### src/rtl/halt_wake_pkg.sv
// Package: shared types of the halt and wake controller.
package halt_wake_pkg;
    typedef enum logic {
        ST_RUN  = 1'b0,
        ST_HALT = 1'b1
    } hw_state_e;
endpackage

### src/rtl/hw_pending.sv
// Module: hw_pending
// Holds one level-latched pending flag per maskable request plus one for the
// non-maskable request. A flag is set by its request, cleared by an acknowledge
// of that request (a request high on that edge sets it again), and cleared
// unconditionally by clr_all. Assumes clr_idx is valid when clr_irq is high.
module hw_pending #(
    parameter int N_IRQ = 8,
    localparam int IW = (N_IRQ > 1) ? $clog2(N_IRQ) : 1
) (
    input  logic             clk,
    input  logic             rst_n,
    input  logic             clr_all,
    input  logic [N_IRQ-1:0] irq_req,
    input  logic             nmi,
    input  logic             clr_irq,
    input  logic [IW-1:0]    clr_idx,
    input  logic             clr_nmi,
    output logic [N_IRQ-1:0] pend,
    output logic             nmi_pend
);
    generate
        for (genvar g = 0; g < N_IRQ; g++) begin : g_flag
            logic hit;
            assign hit = clr_irq && (clr_idx == IW'(g));
            // Per-request pending flag: set by level, cleared by acknowledge or reset source.
            always_ff @(posedge clk) begin
                if (!rst_n || clr_all) pend[g] <= 1'b0;
                else                   pend[g] <= (pend[g] && !hit) || irq_req[g];
            end
        end
    endgenerate

    // Non-maskable pending flag with the same set and clear rules.
    always_ff @(posedge clk) begin
        if (!rst_n || clr_all) nmi_pend <= 1'b0;
        else                   nmi_pend <= (nmi_pend && !clr_nmi) || nmi;
    end
endmodule

### src/rtl/hw_arbiter.sv
// Module: hw_arbiter
// Combinational pick among eligible requests: smallest level wins, ties go to
// the lowest index. Assumes levels are packed PW bits per request, request 0
// in the least significant slot.
module hw_arbiter #(
    parameter int N_IRQ = 8,
    parameter int PW    = 3,
    localparam int IW = (N_IRQ > 1) ? $clog2(N_IRQ) : 1
) (
    input  logic [N_IRQ-1:0]    elig,
    input  logic [N_IRQ*PW-1:0] prio_flat,
    output logic                any,
    output logic [IW-1:0]       idx,
    output logic [PW-1:0]       lvl
);
    logic [PW-1:0] prio [N_IRQ];

    generate
        for (genvar g = 0; g < N_IRQ; g++) begin : g_unpack
            assign prio[g] = prio_flat[g*PW +: PW];
        end
    endgenerate

    // Linear scan: a later entry replaces the choice only with a strictly smaller level.
    always_comb begin
        any = 1'b0;
        idx = '0;
        lvl = '1;
        for (int i = 0; i < N_IRQ; i++) begin
            if (elig[i] && (!any || prio[i] < lvl)) begin
                any = 1'b1;
                idx = IW'(i);
                lvl = prio[i];
            end
        end
    end
endmodule

### src/rtl/hw_fsm.sv
// Module: hw_fsm
// Run/halt state and the wake decision. The halt is left when wake_cond holds;
// on that edge it registers either an acknowledge (non-maskable first, then a
// maskable winner above the current level with interrupts enabled) or a
// resume-next indication. A reset source forces the run state with no pulses.
module hw_fsm
    import halt_wake_pkg::*;
#(
    parameter int N_IRQ = 8,
    parameter int PW    = 3,
    localparam int IW = (N_IRQ > 1) ? $clog2(N_IRQ) : 1
) (
    input  logic          clk,
    input  logic          rst_n,
    input  logic          rst_src,
    input  logic          halt_req,
    input  logic          nmi_pend,
    input  logic          arb_any,
    input  logic [IW-1:0] arb_idx,
    input  logic [PW-1:0] arb_lvl,
    input  logic          int_en,
    input  logic [PW:0]   cur_lvl,
    output logic          cpu_clk_en,
    output logic          wake,
    output logic          ack,
    output logic          ack_nmi,
    output logic [IW-1:0] ack_idx,
    output logic          resume_next,
    output logic          clr_irq,
    output logic [IW-1:0] clr_idx,
    output logic          clr_nmi
);
    hw_state_e state;
    logic      wake_cond;
    logic      take_nmi;
    logic      take_irq;
    logic      leave;

    // Decide wake and acceptance from the registered pending state.
    always_comb begin
        wake_cond = nmi_pend || arb_any;
        take_nmi  = nmi_pend;
        take_irq  = !nmi_pend && int_en && arb_any && ({1'b0, arb_lvl} < cur_lvl);
        leave     = (state == ST_HALT) && wake_cond && !rst_src;
        clr_nmi   = leave && take_nmi;
        clr_irq   = leave && take_irq;
        clr_idx   = arb_idx;
    end

    // State register and one-cycle outcome pulses.
    always_ff @(posedge clk) begin
        if (!rst_n) begin
            state       <= ST_RUN;
            wake        <= 1'b0;
            ack         <= 1'b0;
            ack_nmi     <= 1'b0;
            ack_idx     <= '0;
            resume_next <= 1'b0;
        end else begin
            wake        <= 1'b0;
            ack         <= 1'b0;
            ack_nmi     <= 1'b0;
            resume_next <= 1'b0;
            if (rst_src) begin
                state <= ST_RUN;
            end else if (state == ST_RUN) begin
                if (halt_req) state <= ST_HALT;
            end else if (wake_cond) begin
                state       <= ST_RUN;
                wake        <= 1'b1;
                ack         <= take_nmi || take_irq;
                ack_nmi     <= take_nmi;
                ack_idx     <= take_irq ? arb_idx : '0;
                resume_next <= !(take_nmi || take_irq);
            end
        end
    end

    assign cpu_clk_en = (state == ST_RUN);
endmodule

### src/rtl/halt_wake_ctrl.sv
// Module: halt_wake_ctrl (top)
// Halt entry and wake-up for a small core. Gates only the CPU clock enable;
// the peripheral clock enable stays high. Assumes all request and reset
// source inputs are synchronous to clk.
module halt_wake_ctrl #(
    parameter int N_IRQ = 8,
    parameter int PW    = 3,
    localparam int IW = (N_IRQ > 1) ? $clog2(N_IRQ) : 1
) (
    input  logic                clk,
    input  logic                rst_n,
    input  logic                halt_req,
    input  logic                nmi,
    input  logic [N_IRQ-1:0]    irq_req,
    input  logic [N_IRQ-1:0]    irq_en,
    input  logic [N_IRQ*PW-1:0] irq_prio,
    input  logic                int_en,
    input  logic [PW:0]         cur_lvl,
    input  logic                rst_pin,
    input  logic                rst_wdt,
    input  logic                rst_lvd,
    input  logic                rst_clkmon,
    output logic                cpu_clk_en,
    output logic                periph_clk_en,
    output logic                rst_out,
    output logic                wake,
    output logic                ack,
    output logic                ack_nmi,
    output logic [IW-1:0]       ack_idx,
    output logic                resume_next
);
    logic [N_IRQ-1:0] pend;
    logic             nmi_pend;
    logic             arb_any;
    logic [IW-1:0]    arb_idx;
    logic [PW-1:0]    arb_lvl;
    logic             clr_irq;
    logic [IW-1:0]    clr_idx;
    logic             clr_nmi;

    assign rst_out       = rst_pin || rst_wdt || rst_lvd || rst_clkmon;
    assign periph_clk_en = 1'b1;

    hw_pending #(.N_IRQ(N_IRQ)) u_pend (
        .clk(clk), .rst_n(rst_n), .clr_all(rst_out),
        .irq_req(irq_req), .nmi(nmi),
        .clr_irq(clr_irq), .clr_idx(clr_idx), .clr_nmi(clr_nmi),
        .pend(pend), .nmi_pend(nmi_pend)
    );

    hw_arbiter #(.N_IRQ(N_IRQ), .PW(PW)) u_arb (
        .elig(pend & irq_en), .prio_flat(irq_prio),
        .any(arb_any), .idx(arb_idx), .lvl(arb_lvl)
    );

    hw_fsm #(.N_IRQ(N_IRQ), .PW(PW)) u_fsm (
        .clk(clk), .rst_n(rst_n), .rst_src(rst_out), .halt_req(halt_req),
        .nmi_pend(nmi_pend), .arb_any(arb_any), .arb_idx(arb_idx),
        .arb_lvl(arb_lvl), .int_en(int_en), .cur_lvl(cur_lvl),
        .cpu_clk_en(cpu_clk_en), .wake(wake), .ack(ack), .ack_nmi(ack_nmi),
        .ack_idx(ack_idx), .resume_next(resume_next),
        .clr_irq(clr_irq), .clr_idx(clr_idx), .clr_nmi(clr_nmi)
    );
endmodule

### config.mk
export PLATFORM = sky130hd
export DESIGN_NAME = halt_wake_ctrl
export DESIGN_NICKNAME = d
export VERILOG_FILES = /design/src/rtl/halt_wake_pkg.sv /design/src/rtl/hw_pending.sv /design/src/rtl/hw_arbiter.sv /design/src/rtl/hw_fsm.sv /design/src/rtl/halt_wake_ctrl.sv
export SDC_FILE = /design/constraint.sdc
export NUM_CORES = 1
export LEC_CHECK = 0
export BUFFER_PORTS_ARGS = -buffer_cell sky130_fd_sc_hd__buf_4
export CAP_MARGIN = 20
export CELL_PAD_IN_SITES_DETAIL_PLACEMENT = 0
export CELL_PAD_IN_SITES_GLOBAL_PLACEMENT = 1
export CORE_UTILIZATION = 40
export DETAILED_ROUTE_END_ITERATION = 8
export PLACE_DENSITY = 0.87
export REMOVE_ABC_BUFFERS = 1
export SYNTH_ARGS = -nofsm -noshare
export SYNTH_HDL_FRONTEND = slang
export SYNTH_HIERARCHICAL = 1
export SYNTH_SLANG_ARGS = --single-unit
### constraint.sdc
create_clock -name clk -period 34.1 [get_ports clk]
set_input_delay 6.82 -clock clk [delete_from_list [all_inputs] [get_ports clk]]
set_output_delay 6.82 -clock clk [all_outputs]
set_load 0.05 [all_outputs]
==> results.cfg <==
[synth]
synth-seq-area-share_pct = 16.0
avgSynthCellArea_um2 = 7.63
netlist_instances = 279
synth_enable_flop_cells = 0
synth.distinct_cells = 71
yosysTopAreaCell = dfxtp_1
synth_top_area_share_pct = 16.0
synthArstFlopShare_pct = 0
netlist_area_mm2 = 0.00213
synth_top_cells_by_area = dfxtp_1 16%, ha_1 6.5%, nor2_1 5.5%
yosysWarnings = 6
synthFlopType = dfxtp_1
synth_seq_cells = 17

[die]
fp.dieArea_mm2 = 0.00562
io-pin-count = 63
die-width_um = 75.0
die_h_um = 75.0
start_util_pct = 41.7
rows = 26
core_area_mm2 = 0.00511

[setup_path]
cp-startpoint = irq_en[0]
timing_worst_setup_path_type = input pin to register
critPathLaunchType = input pin
worst_r2r_path_depth = 53
cp_common_cell = ha_1
critPathMaxStageDelay_ps = 490
cp-end-kind = register
crit_fanout = 10
critPathSlowestCell = or3b_2
cp_num_buf_inv = 4
ff2ff_setup_slack_ps = 22770
crit_arrival_ps = 17750
crit_required_ps = 34220
critical-path-top-delay-family = compound AO/OA/AOI/OAI gates
critPathCapture = u_pend/pend[4]
reg2reg_to = u_pend/pend[4]
path_depth = 54
r2r-start = u_pend/pend[0]

[power_and_ir_drop]
p_sw_uw = 13.1
power_frac_seq_pct = 41.9
peakVddDrop_mv = 0.0258
combPwrFrac_pct = 26.9
clockPowerShare_pct = 31.2
p_int_uw = 34.7
swShare_pct = 27.4
p_leak_uw = 0.00121
power_density_mw_per_mm2 = 17.8

[clocking]
h-tree-depth = 1
post_cts_buffers = 0
cts-root-buf = clkbuf_8
cts_buffers = 3
hold_buffers = 0
post_cts_resized = 0
clk_pin_slew_ps = 60
clock_sink_count = 17
cts_tree = done
clockBufferDepth = 2
clk_latency_ps = 250

[placed_design]
preCtsSetupSlack_ps = 16290
dp_cells = 404
place_congestion = 0.837
dpl.hpwl_mm = 4.32
io_buffers = 61

[layout]
layout_commonest_cell = buf_4
drive_above_1_share_pct = 29.6
fillers = 512
area_delta_synth_final_pct = 25.9
antenna_cells = 0
fin_cells = 408
fin_nets = 403
final_cell_mix = 61 x buf_4, 31 x nor2_1, 26 x inv_1

[min_path]
hold_class = register to register

[timing]
skew_ps = 2.45
slew_violations = 0
period_share_pct = 51.7
worst_slew_pin_slew_ps = 786
setup_slack_ps = 16470
setup_viol = 0
fmax_mhz = 56.7
min_period_ps = 17630
whs_ps = 476
max_slew_margin_pct = 47.0
hold_viol = 0
rsz0062_at_grt = no
setup_tns_ps = 0

[global_route]
overflow = 0
grt_antenna_before_repair = 0
grt_max_degree = 11
grt_usage_pct = 19.5
grt_pass1_vias = 1999
grt_pass1_wl_mm = 8.71

[detailed_routing]
wire_per_inst_um = 12.8
drt_iter0_markers = 150
via_count = 2192
drt-pass1-iter-count = 4
drt-total-wl_mm = 5.21
ant_nets = 0
vias_per_cell = 5.37
drcViolationCount = 0

[status]
status = finished clean

[flow_run]
max-cap-violations = 0
## power groups by stage
| stage | clock network [µW] | registers [µW] | logic (µW) |
|---|---|---|---|
| floorplan | 0 | 20.5 | 5.82 |
| global placement | 0 | 20.5 | 12.8 |
| detailed placement | 0 | 20.5 | 12.8 |
| CTS | 15.4 | 20.0 | 12.9 |
| global route | 16.4 | 20.0 | 14.3 |
| finish | 14.9 | 20.0 | 12.9 |
## flip-flops by register name (all words and copies together), names as in the netlist
| signal | cells |
|---|---|
| u_pend/nmi_pend | 1 |
| u_fsm/wake | 1 |
| u_fsm/state | 1 |
| u_fsm/ack | 1 |
| u_fsm/ack_idx | 3 |
| u_fsm/resume_next | 1 |
| u_pend/pend | 8 |
| u_fsm/ack_nmi | 1 |
## metrics by stage
step           utilization [%]  power [µW]  instance area [µm²]
2_1_floorplan                -        26.3                 2090
3_3_place_gp              51.6        33.2                 2640
3_5_place_dp              51.6        33.3                 2640
4_1_cts                   52.5        48.3                 2680
5_1_grt                   52.5        50.7                 2680
6_report                  52.5        47.8                 2680
## synthesized netlist by cell type (all sizes together), types with 5 or more instances
library cell  number
a31oi              7
nand2b            10
o21ai             17
nand3              8
a21oi             22
dfxtp             17
nor3               7
a211oi            11
ha                11
nor2              32
nor2b              5
buf                6
nand2             18
and2              11
inv               26
## layout make-up
type	count	area (µm²)	share of cell area (%)
flip-flops and latches	17	340	12.7
clock buffers	4	45.0	1.68
multi-input cells	230	1650	61.6
inverters	26	97.6	3.64
repair buffers	61	458	17.1
well taps	70	87.6	3.27
## how the worst min path moves through the flow
stage	start	endpoint	depth (start not counted)
finish	u_fsm/ack_idx[0]	u_fsm/ack_idx[0]	2
global route	u_fsm/ack_idx[1]	u_fsm/ack_idx[1]	2
CTS	u_fsm/ack_idx[0]	u_fsm/ack_idx[0]	2
detailed placement	u_fsm/ack_idx[2]	u_fsm/ack_idx[2]	2
global placement	u_fsm/ack_idx[0]	u_fsm/ack_idx[0]	2
floorplan	u_pend/pend[0]	u_pend/pend[0]	2
## worst min-delay path: stages, from the launching register on
cell	delay [ps]
dfxtp_1	310
nand2_1	50
o22ai_1	70
## layer usage
| layer | vias up | track usage [%] | wire length, µm |
|---|---|---|---|
| li1 | 1141 | - | - |
| met1 | 985 | 27.4 | 2570 |
| met2 | 62 | 31.2 | 2300 |
| met3 | 4 | 3.21 | 296 |
| met4 | 0 | 4.61 | 34 |
| met5 | - | 0 | 0 |
## cells by family after synthesis
family	count (synthesis)	share of synthesized area, %
and+or+nand+nor	117	31.2
AOI/OAI and AO/OA	92	35.9
buffers and inverters	33	6.64
DFF	17	16.0
adders and majority gates	11	6.46
muxes	7	3.47
other	2	0.353
(Power assumes the default switching activity.)
